--- src/rtl/gpio_pkg.sv ---
package gpio_pkg;
  localparam int BUS_W = 32;
  localparam int SEL_W = BUS_W / 8;

  typedef enum logic [2:0] {
    RG_IN  = 3'd0,
    RG_OUT = 3'd1,
    RG_OE  = 3'd2,
    RG_IE  = 3'd3,
    RG_POL = 3'd4,
    RG_ALT = 3'd5,
    RG_CTL = 3'd6,
    RG_STS = 3'd7
  } reg_sel_e;

  // control register bit positions
  localparam int CTL_EXT  = 0;
  localparam int CTL_NEG  = 1;
  localparam int CTL_IE   = 2;
  localparam int CTL_PEND = 3;
  localparam int CTL_W    = 3;

  // expand byte selects into a bit mask
  function automatic logic [BUS_W-1:0] lane_mask(input logic [SEL_W-1:0] sel);
    logic [BUS_W-1:0] m;
    for (int b = 0; b < SEL_W; b++) m[b*8 +: 8] = {8{sel[b]}};
    return m;
  endfunction

  // replace masked bits of old value with new value
  function automatic logic [BUS_W-1:0] merge(input logic [BUS_W-1:0] old_v,
                                             input logic [BUS_W-1:0] new_v,
                                             input logic [BUS_W-1:0] m);
    return (old_v & ~m) | (new_v & m);
  endfunction

  // per-bit edge detect: pol=1 rising, pol=0 falling
  function automatic logic [BUS_W-1:0] edge_hit(input logic [BUS_W-1:0] cur,
                                                input logic [BUS_W-1:0] prv,
                                                input logic [BUS_W-1:0] pol);
    return (pol & cur & ~prv) | (~pol & ~cur & prv);
  endfunction
endpackage

--- src/rtl/gpio_bus_port.sv ---
module gpio_bus_port
  import gpio_pkg::*;
#(
  parameter int AW = 8
) (
  input  logic          clk,
  input  logic          rst,
  input  logic          cyc,
  input  logic          stb,
  input  logic          we,
  input  logic [AW-1:0] adr,
  output logic          ack,
  output logic          err,
  output logic          acc_go,
  output logic          wr_go,
  output reg_sel_e      idx
);
  localparam int IDX_LO = 2;
  localparam int IDX_HI = 4;

  logic req;
  logic in_range;

  assign req      = cyc & stb & ~ack & ~err;
  assign in_range = (adr[AW-1:IDX_HI+1] == '0);
  assign acc_go   = req & in_range;
  assign wr_go    = acc_go & we;
  assign idx      = reg_sel_e'(adr[IDX_HI:IDX_LO]);

  always_ff @(posedge clk or posedge rst) begin
    if (rst) begin
      ack <= 1'b0;
      err <= 1'b0;
    end else begin
      ack <= req & in_range;
      err <= req & ~in_range;
    end
  end

  AST_ACK_ERR_EXCL: assert property (@(posedge clk) disable iff (rst)
    !(ack && err));
  AST_ACK_SINGLE: assert property (@(posedge clk) disable iff (rst)
    ack |=> !ack);
  AST_ACK_FOLLOWS_REQ: assert property (@(posedge clk) disable iff (rst)
    (cyc && stb && !ack && !err) |=> (ack || err));
endmodule

--- src/rtl/gpio_in_sample.sv ---
module gpio_in_sample #(
  parameter int NPIN = 32
) (
  input  logic            clk,
  input  logic            rst,
  input  logic [NPIN-1:0] pins,
  input  logic            sclk,
  input  logic            ext_en,
  input  logic            neg_sel,
  output logic [NPIN-1:0] smp
);
  logic sclk_q;
  logic sclk_rise;
  logic sclk_fall;
  logic load;

  assign sclk_rise = sclk & ~sclk_q;
  assign sclk_fall = ~sclk & sclk_q;
  assign load      = ~ext_en | (neg_sel ? sclk_fall : sclk_rise);

  always_ff @(posedge clk or posedge rst) begin
    if (rst) begin
      sclk_q <= 1'b0;
      smp    <= '0;
    end else begin
      sclk_q <= sclk;
      if (load) smp <= pins;
    end
  end

  AST_IN_HOLD: assert property (@(posedge clk) disable iff (rst)
    (ext_en && !(neg_sel ? (!sclk && sclk_q) : (sclk && !sclk_q))) |=> $stable(smp));
  AST_IN_FOLLOW: assert property (@(posedge clk) disable iff (rst)
    !ext_en |=> (smp == $past(pins)));
endmodule

--- src/rtl/gpio_irq_unit.sv ---
module gpio_irq_unit
  import gpio_pkg::*;
#(
  parameter int NPIN = 32
) (
  input  logic            clk,
  input  logic            rst,
  input  logic [NPIN-1:0] smp,
  input  logic [NPIN-1:0] ie_mask,
  input  logic [NPIN-1:0] pol,
  input  logic            sts_wr,
  input  logic [NPIN-1:0] sts_wdat,
  input  logic [NPIN-1:0] sts_wmask,
  output logic [NPIN-1:0] sts,
  output logic [NPIN-1:0] hit
);
  logic [NPIN-1:0] prv;
  logic [NPIN-1:0] sts_base;

  assign hit = ie_mask & NPIN'(edge_hit(BUS_W'(smp), BUS_W'(prv), BUS_W'(pol)));

  always_comb begin
    sts_base = sts;
    if (sts_wr) sts_base = (sts & ~sts_wmask) | (sts_wdat & sts_wmask);
  end

  always_ff @(posedge clk or posedge rst) begin
    if (rst) begin
      prv <= '0;
      sts <= '0;
    end else begin
      prv <= smp;
      sts <= sts_base | hit;
    end
  end

  AST_STS_STICKY: assert property (@(posedge clk) disable iff (rst)
    !sts_wr |=> ((sts & $past(sts)) == $past(sts)));
  AST_NO_EDGE_NO_SET: assert property (@(posedge clk) disable iff (rst)
    (!sts_wr && hit == '0) |=> $stable(sts));
  AST_CLEAR_ALL: assert property (@(posedge clk) disable iff (rst)
    (sts_wr && sts_wdat == '0 && sts_wmask == '1 && hit == '0) |=> (sts == '0));
endmodule

--- src/rtl/gpio_ctrl.sv ---
module gpio_ctrl
  import gpio_pkg::*;
#(
  parameter int NPIN = 32,
  parameter int AW   = 8
) (
  input  logic             clk,
  input  logic             rst,
  input  logic             bus_cyc,
  input  logic             bus_stb,
  input  logic             bus_we,
  input  logic [SEL_W-1:0] bus_sel,
  input  logic [AW-1:0]    bus_adr,
  input  logic [BUS_W-1:0] bus_wdat,
  output logic [BUS_W-1:0] bus_rdat,
  output logic             bus_ack,
  output logic             bus_err,
  output logic             irq,
  input  logic [NPIN-1:0]  pin_in,
  input  logic             pin_sclk,
  input  logic [NPIN-1:0]  alt_in,
  output logic [NPIN-1:0]  pin_out,
  output logic [NPIN-1:0]  pin_oe_n
);
  logic             acc_go;
  logic             wr_go;
  reg_sel_e         idx;
  logic [BUS_W-1:0] wm;

  logic [NPIN-1:0]  out_q, oe_q, ie_q, pol_q, alt_q;
  logic [CTL_W-1:0] ctl_q;
  logic [NPIN-1:0]  smp;
  logic [NPIN-1:0]  sts;
  logic [NPIN-1:0]  hit;
  logic             sts_wr;
  logic [BUS_W-1:0] ctl_view;
  logic [BUS_W-1:0] rd_mux;

  assign wm = lane_mask(bus_sel);

  gpio_bus_port #(.AW(AW)) u_bus (
    .clk    (clk),
    .rst    (rst),
    .cyc    (bus_cyc),
    .stb    (bus_stb),
    .we     (bus_we),
    .adr    (bus_adr),
    .ack    (bus_ack),
    .err    (bus_err),
    .acc_go (acc_go),
    .wr_go  (wr_go),
    .idx    (idx)
  );

  gpio_in_sample #(.NPIN(NPIN)) u_smp (
    .clk     (clk),
    .rst     (rst),
    .pins    (pin_in),
    .sclk    (pin_sclk),
    .ext_en  (ctl_q[CTL_EXT]),
    .neg_sel (ctl_q[CTL_NEG]),
    .smp     (smp)
  );

  assign sts_wr = wr_go && (idx == RG_STS);

  gpio_irq_unit #(.NPIN(NPIN)) u_irq (
    .clk       (clk),
    .rst       (rst),
    .smp       (smp),
    .ie_mask   (ie_q),
    .pol       (pol_q),
    .sts_wr    (sts_wr),
    .sts_wdat  (bus_wdat[NPIN-1:0]),
    .sts_wmask (wm[NPIN-1:0]),
    .sts       (sts),
    .hit       (hit)
  );

  // register writes; the input register has no write path
  always_ff @(posedge clk or posedge rst) begin
    if (rst) begin
      out_q <= '0;
      oe_q  <= '0;
      ie_q  <= '0;
      pol_q <= '0;
      alt_q <= '0;
      ctl_q <= '0;
    end else if (wr_go) begin
      case (idx)
        RG_OUT: out_q <= NPIN'(merge(BUS_W'(out_q), bus_wdat, wm));
        RG_OE:  oe_q  <= NPIN'(merge(BUS_W'(oe_q),  bus_wdat, wm));
        RG_IE:  ie_q  <= NPIN'(merge(BUS_W'(ie_q),  bus_wdat, wm));
        RG_POL: pol_q <= NPIN'(merge(BUS_W'(pol_q), bus_wdat, wm));
        RG_ALT: alt_q <= NPIN'(merge(BUS_W'(alt_q), bus_wdat, wm));
        RG_CTL: ctl_q <= CTL_W'(merge(BUS_W'(ctl_q), bus_wdat, wm));
        default: ;
      endcase
    end
  end

  assign irq = ctl_q[CTL_IE] & (|sts);

  always_comb begin
    ctl_view           = BUS_W'(ctl_q);
    ctl_view[CTL_PEND] = irq;
  end

  always_comb begin
    case (idx)
      RG_IN:   rd_mux = BUS_W'(smp);
      RG_OUT:  rd_mux = BUS_W'(out_q);
      RG_OE:   rd_mux = BUS_W'(oe_q);
      RG_IE:   rd_mux = BUS_W'(ie_q);
      RG_POL:  rd_mux = BUS_W'(pol_q);
      RG_ALT:  rd_mux = BUS_W'(alt_q);
      RG_CTL:  rd_mux = ctl_view;
      default: rd_mux = BUS_W'(sts);
    endcase
  end

  always_ff @(posedge clk or posedge rst) begin
    if (rst)         bus_rdat <= '0;
    else if (acc_go) bus_rdat <= rd_mux;
  end

  // pin side: per-pin source mux and inverted enables
  for (genvar g = 0; g < NPIN; g++) begin : g_pin
    assign pin_out[g]  = alt_q[g] ? alt_in[g] : out_q[g];
    assign pin_oe_n[g] = ~oe_q[g];
  end

  AST_OEN_HOLD: assert property (@(posedge clk) disable iff (rst)
    !(wr_go && idx == RG_OE) |=> $stable(pin_oe_n));
  AST_CTL_ZERO_DROPS_IRQ: assert property (@(posedge clk) disable iff (rst)
    (wr_go && idx == RG_CTL && bus_sel[0] && !bus_wdat[CTL_IE]) |=> !irq);
  AST_ERR_NO_WRITE: assert property (@(posedge clk) disable iff (rst)
    (bus_cyc && bus_stb && bus_we && !bus_ack && !bus_err && bus_adr[AW-1:5] != '0)
      |=> ($stable(out_q) && $stable(ctl_q)));
endmodule

--- config.mk ---
export PLATFORM = sky130hd
export DESIGN_NAME = gpio_ctrl
export DESIGN_NICKNAME = d
export VERILOG_FILES = /design/src/rtl/gpio_pkg.sv /design/src/rtl/gpio_bus_port.sv /design/src/rtl/gpio_in_sample.sv /design/src/rtl/gpio_irq_unit.sv /design/src/rtl/gpio_ctrl.sv
export SDC_FILE = /design/constraint.sdc
export NUM_CORES = 1
export LEC_CHECK = 0
export CELL_PAD_IN_SITES_DETAIL_PLACEMENT = 1
export CELL_PAD_IN_SITES_GLOBAL_PLACEMENT = 1
export CORE_AREA = 4 4 169 171
export DETAILED_ROUTE_END_ITERATION = 8
export DIE_AREA = 0 0 173 175
export DONT_BUFFER_PORTS = 1
export PLACE_DENSITY = 0.82
export SLEW_MARGIN = 20
export SYNTH_ARGS = -nofsm -noshare
export SYNTH_HDL_FRONTEND = slang
export SYNTH_SLANG_ARGS = --single-unit
export TNS_END_PERCENT = 20
--- constraint.sdc ---
create_clock -name clk -period 14.22 [get_ports clk]
set_input_delay 2.844 -clock clk [delete_from_list [all_inputs] [get_ports clk]]
set_output_delay 2.844 -clock clk [all_outputs]
set_load 0.005 [all_outputs]
Yosys cells after proc, flatten, opt, wreduce, memory -nomap -nowiden
Cells that the tools add are included.
- bits of input ports: 114
- register bits after elaboration: 294
- logic and storage cells: 139
- output and inout port bits: 99
- mux-type cells: 35
- reduce and logical (&&, ||, !) cells: 10
- equal/unequal tests: 7
- bitwise gates (word level): 74
- operator list (cell ; count):
    AND 32 bit ; 12
    OR 32 bit ; 8
    case mux 32 bit (7 select lines) ; 1
    inverter 32 bit ; 4
    inverter 1 bit ; 38
    two-way mux 1 bit ; 33
    two-way mux 32 bit ; 1
    OR reduction 32 bit ; 1
    == test 3 bit, second input constant ; 4
    AND reduction 2 bit ; 6
    AND 1 bit ; 9
    == test 3 x 2 -> 1 bit, second input constant ; 2
    logical NOT 3 bit ; 2
    AND 3 bit ; 1
    == test 3 x 1 -> 1 bit, second input constant ; 1
    OR 3 bit ; 1
    logical AND 1 bit ; 1
    OR 1 bit ; 1

Depth between registers and ports, before layout
Gate-level depths: netlist of the first run.
- word-level depth: 8
- mapped depth: 8
- gate-level depth less buffers: 5

Hierarchy
A second synthesis of the first run with hierarchy kept.
- cells, all modules: 1307
- area total of the unflattened synthesis: 15275.9 um^2
- modules (own cells, without submodules) (module ; seq. area each (um^2) ; cells an instance ; instances ; area an instance (um^2)):
    gpio_ctrl ; 4879.7 ; 804 ; 1 ; 9799.4
    gpio_irq_unit ; 1601.5 ; 232 ; 1 ; 2997.9
    gpio_in_sample ; 825.8 ; 259 ; 1 ; 2338.5
    gpio_bus_port ; 50.0 ; 12 ; 1 ; 140.1

Least setup slack after synthesis of the first run
Ideal clock, no wire load.
- path kind: input-to-output
- from: input alt_in[0]
- to: output pin_out[0]
- slack: 8277 ps
- cell stages on the path: 1
- arrival time: 3099 ps
- path buffers: 0
- data required time: 11376 ps
- cells stage by stage: mux2_2
- cells in the longest elaborated chain, start to end: 1
- ends and longest elaborated chain (item ; line ; text):
    from (decl) ; gpio_ctrl.sv:21 ; input logic [NPIN-1:0] alt_in,
    two-way mux 1 bit ; gpio_ctrl.sv:129 ; assign pin_out[g] = alt_q[g] ? alt_in[g] : out_q[g];
    to (decl) ; gpio_ctrl.sv:22 ; output logic [NPIN-1:0] pin_out,
No other way between the ends.

Worst setup path after layout of the first run
- from: input alt_in[3]
- to: output pin_out[3]
Same word-level chain as after synthesis.

==> reports/metrics.cfg, run 1 <==
[clock_tree]
clock-sinks = 294
path_clk_slew_ns = 0.06
clkLatencyLatePin_ns = 0.56
htreeDepth = 1
cts_tree = done
cts_made_buffers = 31
postCtsSetupBuffers = 0
postCtsResizedCells = 0
clock_path_buffers = 3
hold_buffers = 0
cts-root-buf = clkbuf_16

[routing]
drc = 0
first_iter_violations = 663
drtPass1Iterations = 8
postRouteWirelength_um = 42800
vias_per_cell = 6.37
routedWlPerCell_um = 28.1
vias = 9694
ant_nets = 0

[sta]
period_needed_ns = 5.97
setup_tns_ns = 0
slew_violations = 0
fmax_mhz = 168
slew_headroom = 0.230
setup_viol = 0
hold_violations = 0
rsz0062_at_grt = false
fin_crit_sh = 0.420
hold_slack_ns = 0.455
fin_worst_skew_ns = 0.00850
tightest_slew_ns = 1.15

[grt]
antenna_found_initial = 0
grt_pass1_vias = 10400
grt_pass1_wl_um = 65200
grtUsageTotal = 0.278
grt_start_max_net_pins = 168
grt_overflow = 0

[place]
dp_hpwl_um = 27600
place_congestion = 0.814
postPlaceCellArea_um2 = 14000
portBuffers = 0

[floorplan]
rows = 60
ios = 213
die_area_um2 = 30300
die_width_um = 173
core-area_um2 = 26900
start_util = 0.509
fp.dieH_um = 175

[worst_hold_path]
hp-class = flop to flop
hold_depth = 0
holdCritStartpoint = u_smp.smp[19]
holdPathEnd = u_irq.prv[19]

[setup_path]
start_kind = primary input
crit_arrival_ns = 3.12
r2r_start = u_bus.ack
rr_worst_depth = 4
max_stage_delay_ns = 0.28
required_ns = 11.38
cp_top_family = multiplexers
slowest_stage = mux2_2
critPathKind = primary input to primary output
reg2reg_slack_ns = 11.45
endpoint_kind = primary output
crit_buf_inv = 0
crit_chain = mux2_2
cp.depth = 1
crit_fanout = 1

[synthesis]
yosysMostFrequentCell = dfrtp_1
synthTopCellsByArea = dfrtp_1 54%, mux2_2 19%, mux2i_1 3.1%
synth_cell_types = 52
synthTopCellsByCount = 294 x dfrtp_1, 230 x mux2_2, 111 x nand2_1, 110 x nor2_1, 68 x inv_1
synthCells = 1162
ys_seq_elements = 294
avgSynthCellArea_um2 = 11.8
syn_nets = 1276
synth_flop_cell = dfrtp_1
synthArstFlopShare = 1.00
synth.top_cell.area_share = 0.537
synth_top_area_cell = dfrtp_1
ys_seq_area_frac = 0.537
synth-edff-count = 0
synth.cell_area_um2 = 13700
synth_warnings = 0

[cells_and_area]
fillCellCount = 2758
fin_util = 0.559
final_area_um2 = 15000
antennaDiodeCount = 0
drive_gt1_frac = 0.268
area_growth_pct = 9.83
layout.nets = 1272

[run_status]
status = finished clean

[flow_run]
maxCapViolCount = 0

[pwr]
power.density_nw_per_um2 = 127
vdd_drop_max_uv = 95.4
p_leak_nw = 7.11

[cell type report]
cell class,instances,area (um2),share of cell area
timing repair buffer,10,87.6,0.00583
clock inverter,9,124,0.00824
multi-input combinational,751,5860,0.390
tap,341,427,0.0284
clock buffer,47,906,0.0603
inverter,70,270,0.0180
sequential,294,7360,0.489
[how the worst max path moves through the flow]
| stage | slack, ns | start | endpoint |
|---|---|---|---|
| 2_1_floorplan | 3.26 | rst | asynchronous set/reset pin |
| 3_3_place_gp | 8.25 | alt_in[3] | pin_out[3] |
| 3_5_place_dp | 8.25 | alt_in[3] | pin_out[3] |
| 4_1_cts | 8.25 | alt_in[3] | pin_out[3] |
| 5_1_grt | 8.24 | alt_in[3] | pin_out[3] |
| 6_report | 8.25 | alt_in[3] | pin_out[3] |
[metrics by stage]
step	std cells	worst slack, ns	power, W
after floorplan	1162	3.26	0.00104
after global placement	1466	8.25	0.00109
after detailed placement	1466	8.25	0.00110
after CTS	1522	8.25	0.00192
after global routing	1522	8.24	0.00197
final	1522	8.25	0.00191
[where the power goes]
part / internal (W) / total (W) / switching [W]
Sequential: 0.000885 / 0.000941 / 0.0000552
Clock: 0.000490 / 0.000827 / 0.000337
Combinational: 0.0000620 / 0.000141 / 0.0000793
[cell usage in the layout (no fill, tap or decap), types with 9 or more instances in the layout]
cell type	Yosys	routed
mux2_2	230	230
o22ai_1	14	14
nor2_1	110	109
mux2i_1	42	42
inv_1	68	67
clkbuf_16	0	31
buf_4	3	9
o2bb2ai_1	20	20
clkbuf_1	22	9
a221oi_1	10	10
nand2_1	111	109
a221o_1	38	38
dfrtp_1	294	294
o21ai_0	51	51
o31ai_1	22	22
[logic make-up (layout without fill, tap and decap cells)]
group	after synthesis	after routing	synth area share
compound gates	196	196	0.109
flops	294	294	0.537
buf+inv	117	136	0.0350
mux	278	278	0.229
simple gates	277	277	0.0900
[routing by layer]
layer | up-vias | GRT usage | share of wire
met5 | - | 0 | 0
met4 | 0 | 0.0658 | 0.024
met3 | 66 | 0.0597 | 0.064
met2 | 319 | 0.470 | 0.49
met1 | 5134 | 0.370 | 0.42
li1 | 4175 | - | -
Power figures use the tool's default switching activity.
==> run 2, diff against run 1 <==
clock period = 6.2 ns   (was 14.22 ns; I/O delays follow)
==> run 2 against run 1 <==
Against the previous run:
- die area stayed put
- clock skew is 0.0055 ns higher
- count of clock-buffer cells in the layout is 1 lower
- sequential share of layout area is 0.21 points lower
- routed wire length is 0.63% higher
- critical path depth is 3 higher
- clock power is 130% higher
- hold slack worse by 0.0029 ns
==> reports/metrics.cfg, run 2 (synthesis results as in run 1) <==
[run_status]
status = finished clean

[sta]
slew_headroom = 0.275  ; +0.0442
setup_viol = 0  ; unchanged
tightest_slew_ns = 1.08  ; -0.0650 ns
slew_violations = 0  ; unchanged
hold_violations = 0  ; unchanged
period_needed_ns = 3.41
setup_tns_ns = 0  ; unchanged
fmax_mhz = 293
fin_crit_sh = 0.550
layout_setup_ws_ns = 2.79  ; -5.47 ns
fin_worst_skew_ns = 0.0140  ; +0.00549 ns
rsz0062_at_grt = false

[setup_path]
endpoint_kind = primary output
crit_arrival_ns = 2.17  ; -0.95 ns
critPathKind = flop to primary output
r2r_start = u_bus.err
crit_fanout = 3  ; +2
reg2reg_slack_ns = 3.41  ; -8.04 ns
required_ns = 4.96  ; -6.42 ns
start_kind = flop
rr_worst_depth = 4  ; unchanged

[place]
place_ws_ns = 2.46  ; -5.79 ns
place_congestion = 0.802  ; -1.5%
dp_hpwl_um = 27900  ; +1.1%
portBuffers = 0  ; unchanged

[clock_tree]
htreeDepth = 1  ; unchanged
cts_tree = done
clkLatencyLatePin_ns = 0.56  ; about the same
postCtsResizedCells = 0  ; unchanged
hold_buffers = 0  ; unchanged
cts_made_buffers = 31  ; unchanged
postCtsSetupBuffers = 0  ; unchanged
clock_path_buffers = 3  ; unchanged
cts-root-buf = clkbuf_16
clock-sinks = 294  ; unchanged
path_clk_slew_ns = 0.06  ; about the same

[pwr]
p_clk_frac = 0.439  ; +0.006
power.density_nw_per_um2 = 293  ; +130%
p_int_w = 0.00334  ; +130%
power.switching_w = 0.00108  ; +130%
swShare = 0.245  ; -0.00206
p_seq_frac = 0.488  ; -0.005
p_leak_nw = 7.14  ; +0.44%
vdd_drop_max_uv = 210  ; +120%
comb_power_share = 0.073  ; about the same

[floorplan]
core-area_um2 = 26900  ; unchanged
start_util = 0.509  ; unchanged
die_width_um = 173  ; unchanged
fp.dieH_um = 175  ; unchanged
rows = 60  ; unchanged
ios = 213  ; unchanged
die_area_um2 = 30300  ; unchanged

[cells_and_area]
final_cell_mix = 294 x dfrtp_1, 230 x mux2_2, 109 x nand2_1, 109 x nor2_1, 67 x inv_1
drive_gt1_frac = 0.274  ; +0.00570
area_growth_pct = 10.3
layout.cells.most_common = dfrtp_1
layout.nets = 1274  ; +0.16%

[grt]
grt_pass1_wl_um = 65300  ; +0.12%
grt_overflow = 0  ; unchanged
grtUsageTotal = 0.278  ; about the same
grt_pass1_vias = 10600  ; +1.9%
antenna_found_initial = 4  ; +4
grt_start_max_net_pins = 149  ; -11%

[worst_hold_path]
hp-class = flop to flop
hold_depth = 0  ; unchanged
holdCritStartpoint = u_smp.smp[5]
holdPathEnd = u_irq.prv[5]

[routing]
first_iter_violations = 757  ; +14%
routedWlPerCell_um = 28.2  ; +0.44%
postRouteWirelength_um = 43100  ; +0.63%
drtPass1Iterations = 5  ; -3
drc = 0  ; unchanged
vias_per_cell = 6.45  ; +1.3%
vias = 9843  ; +1.5%
ant_nets = 0  ; unchanged

[flow_run]
maxCapViolCount = 0  ; unchanged

==> run 2: cell count changes in the layout (fill, tap and decap cells not counted), sizes merged <==
| cell | before | now |
|---|---|---|
| clkinvlp | 0 | 1 |
| buf | 10 | 12 |
| clkbuf | 47 | 46 |
| diode | 0 | 2 |
| inv | 68 | 67 |
==> run 2: area by class of cell <==
class | count | area, um2
fill | 2744 | 11800
multi-input combinational | 751 | 5860
inverter | 70 | 267
timing repair buffer | 12 | 115
antenna | 2 | 5.00
tap | 341 | 427
clock inverter | 9 | 120
sequential | 294 | 7360
clock buffer | 46 | 942
==> run 2: critical path, stage by stage, from the launching register on <==
cell and delay (ns):
dfrtp_1 0.42, nor4_1 0.58, nand4_1 0.33, nor2_1 0.18, nor2_1 0.10
==> run 2: power groups by stage <==
stage	Combinational, W	Sequential (W)	Clock [W]
floorplan	0.000256	0.00213	0
global placement	0.000311	0.00218	0
detailed placement	0.000326	0.00219	0
CTS	0.000329	0.00215	0.00195
global route	0.000358	0.00217	0.00205
finish	0.000325	0.00216	0.00194
==> run 2: layer usage <==
metal / vias up / routed length [um] / global-route usage
met5: - / 14 / 0
met4: 2 / 1330 / 0.0865
met3: 93 / 2890 / 0.0588
met2: 365 / 21100 / 0.475
met1: 5172 / 17700 / 0.358
li1: 4211 / - / -
==> run 2: worst max path at each step <==
stage | start | to | cells past startpoint
4_1_cts | u_irq.sts[22] | irq | 4
5_1_grt | u_irq.sts[22] | irq | 4
6_report | u_irq.sts[22] | irq | 4
3_5_place_dp | bus_adr[6] | u_irq.sts[5] | 3
2_1_floorplan | rst | asynchronous set/reset pin | 1
3_3_place_gp | bus_adr[6] | u_irq.sts[31] | 3
==> run 2: through the flow <==
| step | total power [W] | hold WS, ns | util | std cells | cell area [um2] |
|---|---|---|---|---|---|
| 2_1_floorplan | 0.00239 | 0.407 | - | 1162 | 13700 |
| 3_3_place_gp | 0.00249 | 0.427 | 0.522 | 1467 | 14000 |
| 3_5_place_dp | 0.00251 | 0.442 | 0.522 | 1468 | 14000 |
| 4_1_cts | 0.00443 | 0.455 | 0.562 | 1523 | 15100 |
| 5_1_grt | 0.00457 | 0.475 | 0.562 | 1525 | 15100 |
| 6_report | 0.00442 | 0.452 | 0.562 | 1525 | 15100 |
==> run 3, diff against run 2 <==
ABC_AREA = 1   (was not set)
CORE_AREA = 4 4 186 188   (was 4 4 169 171)
DIE_AREA = 0 0 190 192   (was 0 0 173 175)
PLACE_DENSITY = 0.79   (was 0.82)
clock period = 2.8 ns   (was 6.2 ns; I/O delays follow)
==> run 3 against run 2 <==
Against the previous run:
- power rose by 120%
- design area rose by 3.6%
- flip-flop and latch count is the same
- register-to-register slack worse by 2.8 ns
- die area increased by 20%
- critical path depth up 2
- synthesized area increased by 2.5%
- non-clock buffer count grew 22
- first-iteration DRC count up 12%
- synthesized cell count rose by 48%
- largest power group is now the clock network
- highest routed layer is now met4
==> reports/metrics.cfg, run 3 <==
[run_status]
status = finished clean

[setup_path]
critPathKind = flop to primary output
cp.depth = 6  ; +2
max_stage_delay_ns = 0.42  ; -0.16 ns
required_ns = 2.24  ; -2.72 ns
crit_fanout = 3  ; unchanged
crit_chain = nor2_1, nand2_1, nor2_1, nand2_1, nor2_1, nor2_1
slowest_stage = dfrtp_1
reg2reg_slack_ns = 0.61  ; -2.80 ns
cp_top_family = simple AND/OR/NAND/NOR gates
start_kind = flop
crit_buf_inv = 0  ; unchanged
crit_path_start = u_irq.sts[23]
r2r_start = u_bus.ack
rr_worst_depth = 9  ; +5
endpoint_kind = primary output
crit_arrival_ns = 1.76  ; -0.41 ns
crit_top_cell = nor2_1
critPathCapture = irq

[grt]
grt_pass1_vias = 12800  ; +22%
grt_pass1_wl_um = 74400  ; +14%
grt_start_max_net_pins = 90  ; -40%
antenna_found_initial = 0  ; -4
grt_overflow = 0  ; unchanged
grtUsageTotal = 0.262  ; -0.0160

[cells_and_area]
fin_util = 0.473  ; -0.0892
layout.nets = 1835  ; +44%
layout.cells.most_common = nand2_1
fillCellCount = 3979  ; +45%
area_growth_pct = 11.6
stdcell_count = 2194  ; +44%
final_area_um2 = 15600  ; +3.6%
drive_gt1_frac = 0.0779  ; -0.196
final_cell_mix = 512 x nand2_1, 294 x dfrtp_1, 212 x o21ai_0
antennaDiodeCount = 0  ; -2

[synthesis]
synth-edff-count = 0  ; unchanged
synth_top_area_cell = dfrtp_1
avgSynthCellArea_um2 = 8.15  ; -31%
ys_seq_area_frac = 0.525  ; -0.0129
yosysMostFrequentCell = nand2_1
synth.top_cell.area_share = 0.525  ; -0.0129
synth.cell_area_um2 = 14000  ; +2.5%
ys_seq_elements = 294  ; unchanged
synth_flop_cell = dfrtp_1
synthTopCellsByCount = 512 x nand2_1, 294 x dfrtp_1, 212 x o21ai_0, 190 x inv_1, 114 x o21ai_1
synthCells = 1722  ; +48%
synthArstFlopShare = 1.00  ; unchanged
synth_cell_types = 31  ; -40%
synth_warnings = 0  ; unchanged
syn_nets = 1836  ; +44%
synthTopCellsByArea = dfrtp_1 52%, nand2_1 14%, o21ai_0 7.6%

[sta]
period_needed_ns = 2.32
slew_violations = 0  ; unchanged
fmax_mhz = 431
tightest_slew_ns = 0.966  ; -0.118 ns
setup_tns_ns = 0  ; unchanged
hold_violations = 0  ; unchanged
fin_worst_skew_ns = 0.0127  ; -0.00129 ns
fin_crit_sh = 0.828
hold_slack_ns = 0.0781  ; -0.374 ns
slew_headroom = 0.356  ; +0.0814
setup_viol = 0  ; unchanged
rsz0062_at_grt = false

[pwr]
power.density_nw_per_um2 = 633  ; +120%
power.switching_w = 0.00245  ; +130%
swShare = 0.247  ; +0.00197
p_clk_frac = 0.467  ; +0.028
p_int_w = 0.00746  ; +120%
vdd_drop_max_uv = 353  ; +68%
p_seq_frac = 0.465  ; -0.023
comb_power_share = 0.067  ; -0.006
p_leak_nw = 7.31  ; +2.3%

[routing]
routedWlPerCell_um = 21.9  ; -22%
drtPass1Iterations = 7  ; +2
ant_nets = 0  ; unchanged
vias_per_cell = 5.47  ; -15%
postRouteWirelength_um = 48000  ; +12%
drc = 0  ; unchanged
first_iter_violations = 846  ; +12%
vias = 12000  ; +22%

[floorplan]
die_area_um2 = 36500  ; +20%
die_width_um = 190  ; +9.8%
core-area_um2 = 33100  ; +23%
rows = 67  ; +12%
fp.dieH_um = 192  ; +9.7%
start_util = 0.424  ; -0.0857
ios = 213  ; unchanged

[clock_tree]
cts_tree = done
clkLatencyLatePin_ns = 0.51  ; -0.05 ns
postCtsResizedCells = 0  ; unchanged
cts_made_buffers = 35  ; +13%
postCtsSetupBuffers = 0  ; unchanged
path_clk_slew_ns = 0.07  ; about the same
clock_path_buffers = 3  ; unchanged
htreeDepth = 2  ; +1
clock-sinks = 294  ; unchanged
cts-root-buf = clkbuf_16

[worst_hold_path]
hp-class = primary input to flop

[flow_run]
maxCapViolCount = 0  ; unchanged

[place]
portBuffers = 0  ; unchanged
place_congestion = 0.831  ; +3.6%
dp_hpwl_um = 31900  ; +14%
postPlaceCellArea_um2 = 14500  ; +3.1%
dpl.cell_count = 2131  ; +45%

-- run 3: cell types whose count changed in the layout (fill, tap and decap cells not counted), sizes merged, moves of 42 or more --
cell and delta:
mux2 -220, a21oi +43, mux2i -42, nand2 +402, nor2 -43, nand3 +94
o21ai +275, inv +132
-- run 3: worst min path at each step --
stage | from | to | slack, ns | depth (start not counted)
5_1_grt | pin_sclk | u_smp.sclk_q | 0.05 | 0
4_1_cts | pin_sclk | u_smp.sclk_q | 0.06 | 0
2_1_floorplan | u_smp.smp[0] | u_irq.prv[0] | 0.37 | 0
6_report | pin_sclk | u_smp.sclk_q | 0.08 | 0
3_5_place_dp | u_smp.smp[30] | u_irq.prv[30] | 0.38 | 0
3_3_place_gp | u_smp.smp[0] | u_irq.prv[0] | 0.38 | 0
-- run 3: logic make-up after synthesis --
logic type | synth area share
mux | 0.00883
flops | 0.525
simple gates | 0.223
compound gates | 0.162
buf+inv | 0.0817
-- run 3: through the flow --
step / setup WS, ns / power (W)
after floorplan: -1.66 / 0.00512
after CTS: 0.483 / 0.00998
after global placement: 0.489 / 0.00531
after detailed placement: 0.425 / 0.00535
after global routing: 0.390 / 0.0103
final: 0.482 / 0.00990
-- run 3: layout make-up --
cell class | count | area [um2] | area share
Multi-Input combinational cell | 1156 | 5520 | 0.353
Clock inverter | 10 | 104 | 0.00664
Tap cell | 448 | 561 | 0.0358
Sequential cell | 294 | 7360 | 0.470
Inverter | 200 | 757 | 0.0484
Clock buffer | 52 | 1060 | 0.0679
Timing Repair Buffer | 34 | 283 | 0.0181
-- run 3: power groups by stage --
stage / registers (W) / logic [W] / clock network [W]
after floorplan: 0.00463 / 0.000481 / 0
after global routing: 0.00463 / 0.000763 / 0.00490
after global placement: 0.00468 / 0.000638 / 0
after detailed placement: 0.00468 / 0.000667 / 0
after CTS: 0.00461 / 0.000676 / 0.00469
final: 0.00461 / 0.000667 / 0.00463
-- run 3: layer usage --
metal  track usage  vias up  part of all wire
met2         0.446      316              0.49
met3        0.0429       80             0.055
li1              -     5578                 -
met4        0.0718        0             0.024
met1         0.349     6035              0.43
met5             0        -                 0
-- run 3: repair_timing --
item / in CTS / in global routing
hold buffers: 1 / 0
endpoints found under the setup margin: 0 / 0
hold endpoints to repair: 10 / 0
